### src/rtl/cirm_pkg.sv
package cirm_pkg;

    localparam int SYM_W    = 4;
    localparam int LANES    = 2;
    localparam int BASE_POS = 4;

    typedef logic [SYM_W-1:0] sym_t;

    localparam sym_t CODE_R = sym_t'(1);
    localparam sym_t CODE_S = sym_t'(2);

    typedef enum logic [1:0] {
        CI_NONE  = 2'd0,
        CI_RESET = 2'd1,
        CI_SET   = 2'd2
    } ci_kind_e;

    typedef struct packed {
        logic valid;
        logic phase;
        sym_t sym;
    } beat_t;

    typedef struct packed {
        logic             valid;
        sym_t             sym;
        logic [LANES-1:0] irq;
    } out_beat_t;

    function automatic ci_kind_e classify(input sym_t s);
        if (s == CODE_R)      return CI_RESET;
        else if (s == CODE_S) return CI_SET;
        else                  return CI_NONE;
    endfunction

endpackage

### src/rtl/cirm_classify.sv
module cirm_classify
    import cirm_pkg::*;
(
    input  beat_t    beat,
    output ci_kind_e kind,
    output logic     is_ind,
    output logic     is_foreign
);
    always_comb begin
        kind       = classify(beat.sym);
        is_ind     = beat.valid && beat.phase && (kind != CI_NONE);
        is_foreign = beat.valid && beat.phase && (kind == CI_NONE);
    end
endmodule

### src/rtl/cirm_tracker.sv
module cirm_tracker
    import cirm_pkg::*;
#(
    parameter int CNT_W = 3
) (
    input  logic             clk,
    input  logic             rst,
    input  beat_t            beat,
    input  logic             is_ind,
    input  logic             is_foreign,
    output logic [CNT_W-1:0] pos
);
    localparam logic [CNT_W-1:0] CNT_MAX = {CNT_W{1'b1}};

    logic [CNT_W-1:0] cnt_q;
    logic             halted_q;
    logic [CNT_W-1:0] cnt_inc;

    always_comb begin
        cnt_inc = (cnt_q == CNT_MAX) ? cnt_q : cnt_q + 1'b1;
        pos     = (is_ind && !halted_q) ? cnt_inc : '0;
    end

    always_ff @(posedge clk) begin
        if (rst) begin
            cnt_q    <= '0;
            halted_q <= 1'b0;
        end else if (beat.valid) begin
            if (!beat.phase) begin
                cnt_q    <= '0;
                halted_q <= 1'b0;
            end else if (!halted_q) begin
                if (is_ind)
                    cnt_q <= cnt_inc;
                else if (is_foreign)
                    halted_q <= 1'b1;
            end
        end
    end

    // once a foreign code ends the run, no position is reported
    a_r7_halted_no_pos: assert property (@(posedge clk) disable iff (rst)
        (halted_q && beat.valid && beat.phase) |-> (pos == '0));

    // idle cycles leave the tracker state untouched
    a_r10_idle_holds: assert property (@(posedge clk) disable iff (rst)
        (!beat.valid) |=> ($stable(cnt_q) && $stable(halted_q)));

    // a symbol outside the indicator phase restarts the count
    a_r8_phase_restarts: assert property (@(posedge clk) disable iff (rst)
        (beat.valid && !beat.phase) |=> (cnt_q == '0 && !halted_q));
endmodule

### src/rtl/cirm_force_lane.sv
module cirm_force_lane
    import cirm_pkg::*;
#(
    parameter int CNT_W  = 3,
    parameter int TARGET = 4
) (
    input  logic             en,
    input  logic [CNT_W-1:0] pos,
    input  ci_kind_e         kind,
    output logic             force_s,
    output logic             irq_hit
);
    localparam logic [CNT_W-1:0] TARGET_POS = CNT_W'(TARGET);

    always_comb begin
        force_s = en && (pos == TARGET_POS);
        irq_hit = force_s && (kind == CI_SET);
    end
endmodule

### src/rtl/cirm_top.sv
module cirm_top
    import cirm_pkg::*;
#(
    parameter int CNT_W = 3
) (
    input  logic             clk,
    input  logic             rst,
    input  logic             in_valid,
    input  logic [SYM_W-1:0] in_sym,
    input  logic             in_ind_phase,
    input  logic             force_pos4,
    input  logic             force_pos5,
    output logic             out_valid,
    output logic [SYM_W-1:0] out_sym,
    output logic             irq_pos4,
    output logic             irq_pos5
);
    beat_t            beat;
    ci_kind_e         kind;
    logic             is_ind;
    logic             is_foreign;
    logic [CNT_W-1:0] pos;
    logic [LANES-1:0] lane_en;
    logic [LANES-1:0] lane_force;
    logic [LANES-1:0] lane_irq;
    out_beat_t        nxt;
    out_beat_t        out_q;

    always_comb begin
        beat.valid = in_valid;
        beat.phase = in_ind_phase;
        beat.sym   = in_sym;
        lane_en    = {force_pos5, force_pos4};
    end

    cirm_classify u_classify (
        .beat       (beat),
        .kind       (kind),
        .is_ind     (is_ind),
        .is_foreign (is_foreign)
    );

    cirm_tracker #(.CNT_W(CNT_W)) u_tracker (
        .clk        (clk),
        .rst        (rst),
        .beat       (beat),
        .is_ind     (is_ind),
        .is_foreign (is_foreign),
        .pos        (pos)
    );

    for (genvar g = 0; g < LANES; g++) begin : g_lane
        cirm_force_lane #(.CNT_W(CNT_W), .TARGET(BASE_POS + g)) u_lane (
            .en      (lane_en[g]),
            .pos     (pos),
            .kind    (kind),
            .force_s (lane_force[g]),
            .irq_hit (lane_irq[g])
        );
    end

    always_comb begin
        nxt.valid = in_valid;
        nxt.sym   = (|lane_force) ? CODE_S : in_sym;
        nxt.irq   = lane_irq;
    end

    always_ff @(posedge clk) begin
        if (rst) begin
            out_q.valid <= 1'b0;
            out_q.irq   <= '0;
            out_q.sym   <= '0;
        end else begin
            out_q <= nxt;
        end
    end

    assign out_valid = out_q.valid;
    assign out_sym   = out_q.sym;
    assign irq_pos4  = out_q.irq[0];
    assign irq_pos5  = out_q.irq[1];

    // one-cycle latency of the valid qualifier
    a_r1_valid_follows: assert property (@(posedge clk) disable iff (rst)
        in_valid |=> out_valid);
    a_r1_gap_follows: assert property (@(posedge clk) disable iff (rst)
        !in_valid |=> !out_valid);

    // a forced position leaves as S
    a_r3_forced_is_s: assert property (@(posedge clk) disable iff (rst)
        (|lane_force) |=> (out_sym == CODE_S));

    // anything not forced is repeated unchanged
    a_r8_unforced_passes: assert property (@(posedge clk) disable iff (rst)
        (in_valid && lane_force == '0) |=> (out_sym == $past(in_sym)));

    // fourth-position interrupt needs the enable and an S output
    a_r4_irq4_cause: assert property (@(posedge clk) disable iff (rst)
        irq_pos4 |-> (out_valid && out_sym == CODE_S && $past(force_pos4)
                      && $past(in_sym) == CODE_S));
    a_r4_irq4_pulse: assert property (@(posedge clk) disable iff (rst)
        irq_pos4 |=> !irq_pos4);

    // fifth-position interrupt, same rules
    a_r5_irq5_cause: assert property (@(posedge clk) disable iff (rst)
        irq_pos5 |-> (out_valid && out_sym == CODE_S && $past(force_pos5)
                      && $past(in_sym) == CODE_S));
    a_r5_irq5_pulse: assert property (@(posedge clk) disable iff (rst)
        irq_pos5 |=> !irq_pos5);

    // the two positions never coincide
    a_r5_irq_exclusive: assert property (@(posedge clk) disable iff (rst)
        $onehot0({irq_pos4, irq_pos5}));
endmodule

### config.mk
export PLATFORM = sky130hd
export DESIGN_NAME = cirm_top
export DESIGN_NICKNAME = d
export VERILOG_FILES = /design/src/rtl/cirm_pkg.sv /design/src/rtl/cirm_classify.sv /design/src/rtl/cirm_tracker.sv /design/src/rtl/cirm_force_lane.sv /design/src/rtl/cirm_top.sv
export SDC_FILE = /design/constraint.sdc
export NUM_CORES = 1
export LEC_CHECK = 0
export ABC_AREA = 1
export BUFFER_PORTS_ARGS = -buffer_cell sky130_fd_sc_hd__buf_2
export CAP_MARGIN = 10
export CORE_AREA = 2 2 39 41
export DETAILED_ROUTE_END_ITERATION = 16
export DIE_AREA = 0 0 41 43
export GPL_TIMING_DRIVEN = 0
export PLACE_DENSITY = 0.71
export SYNTH_ARGS = -nofsm -noshare
export SYNTH_HDL_FRONTEND = slang
export SYNTH_SLANG_ARGS = --single-unit
### constraint.sdc
create_clock -name clk -period 2.7 [get_ports clk]
set_input_delay 0.675 -clock clk [delete_from_list [all_inputs] [get_ports clk]]
set_output_delay 0.675 -clock clk [all_outputs]
set_load 0.02 [all_outputs]
==> results of run 1 <==
==> power by group <==
part | leakage, nW | switching, mW | internal [mW]
clock | 0.0150 | 0.0541 | 0.0572
sequential | 0.0903 | 0.00165 | 0.167
combinational | 0.218 | 0.0214 | 0.0131
==> logic make-up (layout without fill, tap and decap cells) <==
family | after synthesis | after routing | share of synthesized area (%)
AOI/OAI and AO/OA | 7 | 7 | 7.99
xor gates and xnor gates | 1 | 1 | 3.35
DFF | 11 | 11 | 45.4
buffers and inverters | 10 | 30 | 7.73
and+or+nand+nor | 34 | 34 | 33.0
adders and majority gates | 1 | 1 | 2.58
==> registers in the layout, indices dropped and copies added (netlist names) <==
register	count
out_sym	4
u_tracker.cnt_q	3
irq_pos4	1
irq_pos5	1
out_valid	1
u_tracker.halted_q	1
==> through the flow <==
step | total power [mW] | cells | cell area, um2 | hold slack [ps] | setup slack (ps)
after floorplan | 0.192 | 64 | 485 | 451 | 1310
after global routing | 0.339 | 100 | 612 | 529 | 1190
after global placement | 0.207 | 96 | 586 | 472 | 1110
after detailed placement | 0.208 | 96 | 586 | 484 | 1100
final | 0.315 | 100 | 612 | 489 | 1290
after CTS | 0.323 | 100 | 612 | 494 | 1270
==> final cells by class <==
class | instances | area share [%]
multi-input cells | 43 | 37.2
flip-flops and latches | 11 | 36.0
inverters | 10 | 6.13
clock buffers | 4 | 4.29
repair buffers | 16 | 13.1
well taps | 16 | 3.27
==> final timing paths <==
check / depth (start not counted) / to / slack, ps / start
max: 1 / out_sym[1] / 1290 / out_sym[1]
min: 2 / u_tracker.cnt_q[1] / 490 / u_tracker.cnt_q[1]
max reg2reg: 8 / out_sym[0] / 1340 / u_tracker.cnt_q[0]
min reg2reg: 2 / u_tracker.cnt_q[1] / 490 / u_tracker.cnt_q[1]
==> placed cells by master (no fill, tap or decap) <==
master,n
a21oi_1,5
buf_2,16
clkbuf_1,1
clkbuf_4,3
clkinv_1,1
dfxtp_1,11
ha_1,1
inv_1,9
nand2_1,15
nand2_2,3
nand3_1,2
nand4_2,1
nor2_1,9
nor2_2,2
nor3_2,1
o21ai_0,1
o21ai_2,1
or2_1,1
xnor2_2,1
==> metal layers <==
layer	routed length (um)	global-route usage, %	part of all wire, %	vias up
li1	-	-	-	240
met1	346	12.6	40	192
met2	410	19.4	48	13
met3	55	4.71	6.4	5
met4	43	14.0	5.0	0
met5	0	0	0	-
==> reports/metrics.csv, run 1 <==
stage,metric,value,unit
routing,drt via density,4.50,
timing,worst slew margin relative to its limit,87.4,%
yosys,Synth warnings,0,
timing,final-report setup violation count,0,
yosys,"area leader, netlist",dfxtp_1,
setup_path,Worst setup EP type,primary output,
global_route,Total GRT Usage,13.2,%
timing,FMAX,710,MHz
setup_path,crit-path cells,buf_2,
setup_path,CP top delay family,flip-flops,
routing,drt pass-1 iters,2,
yosys,Post-synth ARST share,0,%
final_layout,Nets,96,
run,max-cap violations,0,
timing,RSZ-0062 raised after global routing,false,
routing,drt wl/cell,8.55,um
yosys,cells after synthesis,64,
global_route,vias in the first global route,393,
floorplanning,IO Pins,17,
final_layout,area of the multi-input gates,228,um2
clock_network,Root Buffer,clkbuf_4,
final_layout,area occupied by registers,220,um2
timing,Clock Skew,3.93,ps
clock_network,"Clk pin slew, worst setup/hold paths",70,ps
yosys,top_reg_cell synth,dfxtp_1,
yosys,Synth top area share,45.4,%
global_route,first-pass GRT wire length,1.42,mm
min_path,Hold Crit Class,register to register,
global_route,total global routing overflow,0,
timing,Tightest Pin Transition,189,ps
setup_path,max incr delay on CP,310,ps
final_layout,Filler cells,145,
placed_design,Detailed Place HPWL,698,um
routing,initial drt markers,1,
clock_network,CTS tree,built,
yosys,mapped cell area,485,um2
clock_network,Setup Buffers After CTS,0,
setup_path,worst endpoint required time,2030,ps
power_and_ir_drop,Leakage,0.324,nW
setup_path,crit path buf inv count,1,
yosys,most common cell in the synthesized netlist,nand2_1,
routing,Post-route DRC,0,
yosys,Synth Net Count,75,
global_route,initial antenna violation count,0,
global_route,largest net degree at the start of global routing,8,
yosys,Syn Area/Cell,7.59,um2
floorplanning,Site Rows,14,
power_and_ir_drop,pwr/cell area,515,mW/mm2
setup_path,slowest CP cell,dfxtp_1,
clock_network,H-Tree Depth,1,
power_and_ir_drop,VDD IR max,268,uV
routing,vias,450,
clock_network,Post-CTS Resized,0,
timing,setup_tns,0,ps
floorplanning,Starting Density,35.1,%
timing,Tcrit/Tclk final,52.1,%
final_layout,P&R area growth vs syn,26.0,%
yosys,Synth top cells by count,"nand2_1 (15), dfxtp_1 (11), inv_1 (9), nor2_1 (9), a21oi_1 (5)",
yosys,Synth Register Bits,11,
clock_network,clock tree buffer depth,2,
outcome,outcome,"finished, final reports clean",
placed_design,PortBufs,16,
clock_network,CTS sink cnt,11,
timing,fin. max-slew vios,0,
setup_path,largest fanout on the critical path,1,
clock_network,Inserted Clock Buffers,3,
floorplanning,core box area,0.00138,mm2
final_layout,layout cells sized above 1,33.3,%
yosys,register area share after synthesis,45.4,%
setup_path,CP Launch Type,register,
clock_network,clk_lat worst skew,270,ps
floorplanning,die area,0.00176,mm2
routing,Routed WL,855,um
floorplanning,die height,43,um
setup_path,"Arr. time, crit path",730,ps
setup_path,crit path kind,register to primary output,
yosys,count of different cell masters after synthesis,16,
routing,ANT nets after route,0,
placed_design,GPL Wtd Cong,0.776,
clock_network,number of hold buffers added after cts,0,
yosys,number of synthesized flops with an enable pin,0,
timing,Final min period,1410,ps
yosys,top post-synthesis cells by area,"dfxtp_1 (45%), nand2_1 (12%), inv_1 (7.0%)",
final_layout,post-layout util,44.2,%
timing,Fin. Hold Viols,0,
final_layout,# diodes,0,
floorplanning,DIE WIDTH,41,um
(Power assumes the default switching activity.)
==> inputs of run 2 (changes only) <==
--- a/config.mk
+++ b/config.mk
@@ -12,7 +12,7 @@
 export DETAILED_ROUTE_END_ITERATION = 16
 export DIE_AREA = 0 0 41 43
 export GPL_TIMING_DRIVEN = 0
-export PLACE_DENSITY = 0.71
+export PLACE_DENSITY = 0.74
 export SYNTH_ARGS = -nofsm -noshare
 export SYNTH_HDL_FRONTEND = slang
 export SYNTH_SLANG_ARGS = --single-unit
==> constraint.sdc (replaced) <==
create_clock -name clk -period 1.2 [get_ports clk]
set_input_delay 0.3 -clock clk [delete_from_list [all_inputs] [get_ports clk]]
set_output_delay 0.3 -clock clk [all_outputs]
set_load 0.02 [all_outputs]
==> reports/metrics.csv, run 2 (synthesized netlist as in run 1, its figures left out) <==
stage,metric,value,unit
run,max-cap violations,0,
timing,final worst slack,-24.0,ps
clock_network,CTS sink cnt,11,
placed_design,Detailed Place HPWL,676,um
outcome,failing checks,negative setup slack,
min_path,hold endpoint,u_tracker.halted_q,
global_route,Total GRT Usage,13.7,%
timing,FMAX,817,MHz
power_and_ir_drop,pwr/cell area,1070,mW/mm2
setup_path,CP Launch Type,register,
clock_network,number of hold buffers added after cts,0,
setup_path,worst endpoint required time,1370,ps
final_layout,# diodes,0,
clock_network,Inserted Clock Buffers,3,
final_layout,layout cells sized above 1,43.0,%
min_path,Hold Crit Class,input port to register,
power_and_ir_drop,Clock power frac,35.5,%
routing,Post-route DRC,0,
routing,drt wl/cell,9.29,um
routing,drt pass-1 iters,5,
power_and_ir_drop,Sw Pwr,0.180,mW
clock_network,clk_lat worst skew,270,ps
floorplanning,DIE WIDTH,41,um
floorplanning,IO Pins,17,
setup_path,worst r2r src,u_tracker.cnt_q[1],
setup_path,Worst setup EP type,register,
timing,final-report setup violation count,3,
final_layout,max FFs per register,4,
floorplanning,core box area,0.00138,mm2
final_layout,P&R area growth vs syn,37.6,%
power_and_ir_drop,Comb pwr share,11.6,%
clock_network,"Clk pin slew, worst setup/hold paths",70,ps
timing,Worst Hold Slack,275,ps
power_and_ir_drop,Leakage,0.349,nW
min_path,HP Start,in_valid,
timing,Fin. Hold Viols,0,
power_and_ir_drop,Total Power,0.715,mW
timing,worst slew margin relative to its limit,87.3,%
power_and_ir_drop,Reg power frac,52.9,%
global_route,first-pass GRT wire length,1.56,mm
routing,vias,456,
routing,initial drt markers,5,
setup_path,"reg-to-reg slack, setup",-20,ps
power_and_ir_drop,Net Sw Frac,25.2,%
clock_network,clock tree buffer depth,2,
setup_path,Critical R2R Capture,out_sym[0],
global_route,total global routing overflow,0,
clock_network,CTS tree,built,
final_layout,"commonest non-fill, non-tap cell in the layout",buf_2,
final_layout,Nets,98,
timing,Final min period,1220,ps
placed_design,GPL Wtd Cong,0.739,
floorplanning,die height,43,um
outcome,outcome,finished with violations,
clock_network,H-Tree Depth,1,
setup_path,"Arr. time, crit path",1390,ps
power_and_ir_drop,VDD IR max,363,uV
power_and_ir_drop,P_int,0.535,mW
final_layout,"commonest cells after routing, fill and taps aside","buf_2 (16), nand2_1 (14), dfxtp_1 (9)",
timing,Tightest Pin Transition,190,ps
setup_path,crit path kind,register to register,
global_route,initial antenna violation count,0,
min_path,Worst Hold Depth,2,
timing,fin. max-slew vios,0,
routing,Routed WL,948,um
floorplanning,Starting Density,35.1,%
timing,RSZ-0062 raised after global routing,true,
global_route,largest net degree at the start of global routing,8,
floorplanning,die area,0.00176,mm2
routing,ANT nets after route,0,
routing,drt via density,4.47,
setup_path,cell count of the worst reg-to-reg path,8,
setup_path,largest fanout on the critical path,3,
clock_network,Root Buffer,clkbuf_4,
timing,Clock Skew,2.65,ps
floorplanning,Site Rows,14,
placed_design,PortBufs,16,
global_route,vias in the first global route,426,
timing,Tcrit/Tclk final,102,%
run 2: worst max-delay path, stage by stage (launching register included):
cell and delay (ps):
dfxtp_4 370, ha_4 150, nand2_4 70, xnor2_4 160
inv_2 60, nor2_2 110, o21ai_2 80, nand2_2 80
nor2_1 40
run 2: layout make-up:
type                            count  area (um2)
Sequential cell                    11         225
Multi-Input combinational cell     43         264
Inverter                           10        37.5
Fill cell                         142         716
Tap cell                           16        20.0
Clock buffer                        4        26.3
Timing Repair Buffer               18        95.1
run 2: power groups by stage:
stage	combinational [mW]	clock [mW]	sequential (mW)
3_3_place_gp	0.0771	0	0.389
6_report	0.0833	0.254	0.378
5_1_grt	0.0944	0.287	0.380
2_1_floorplan	0.0318	0	0.401
3_5_place_dp	0.0782	0	0.389
4_1_cts	0.0807	0.260	0.380
run 2: worst max path at each step:
stage                                  start          to  slack (ps)  cells past startpoint
final                     u_tracker.cnt_q[1]  out_sym[0]         -20                      8
after global routing      u_tracker.cnt_q[1]  out_sym[3]        -100                      8
after CTS                 u_tracker.cnt_q[0]  out_sym[0]         -30                      8
after detailed placement  u_tracker.cnt_q[0]  out_sym[0]         -80                      8
after global placement    u_tracker.cnt_q[0]  out_sym[3]         -50                      8
after floorplan           u_tracker.cnt_q[0]  out_sym[3]          10                      8
run 2: layer usage:
layer	track usage [%]	vias to the layer above	wire length [um]
li1	-	242	-
met1	13.3	195	361
met5	0	-	0
met2	22.2	16	489
met4	10.0	0	23
met3	4.71	3	73
run 2: timing repair:
| item | CTS | global route |
|---|---|---|
| setup endpoints to repair | 5 | 7 |
| endpoints found under the hold margin | 0 | 0 |
| resized for setup | 3 | 6 |
| pin swaps | 1 | 3 |
| setup buffers | 2 | 0 |
run 2: stage by stage:
stage	area (um2)	worst slack [ps]	utilization, %	std cells	TNS [ps]
6_report	668	-24.0	48.3	102	-67.3
5_1_grt	668	-99.5	48.3	102	-381
4_1_cts	647	-28.8	46.7	102	-57.4
3_5_place_dp	589	-77.1	42.6	96	-265
3_3_place_gp	589	-51.5	42.6	96	-182
2_1_floorplan	489	12.0	-	64	0
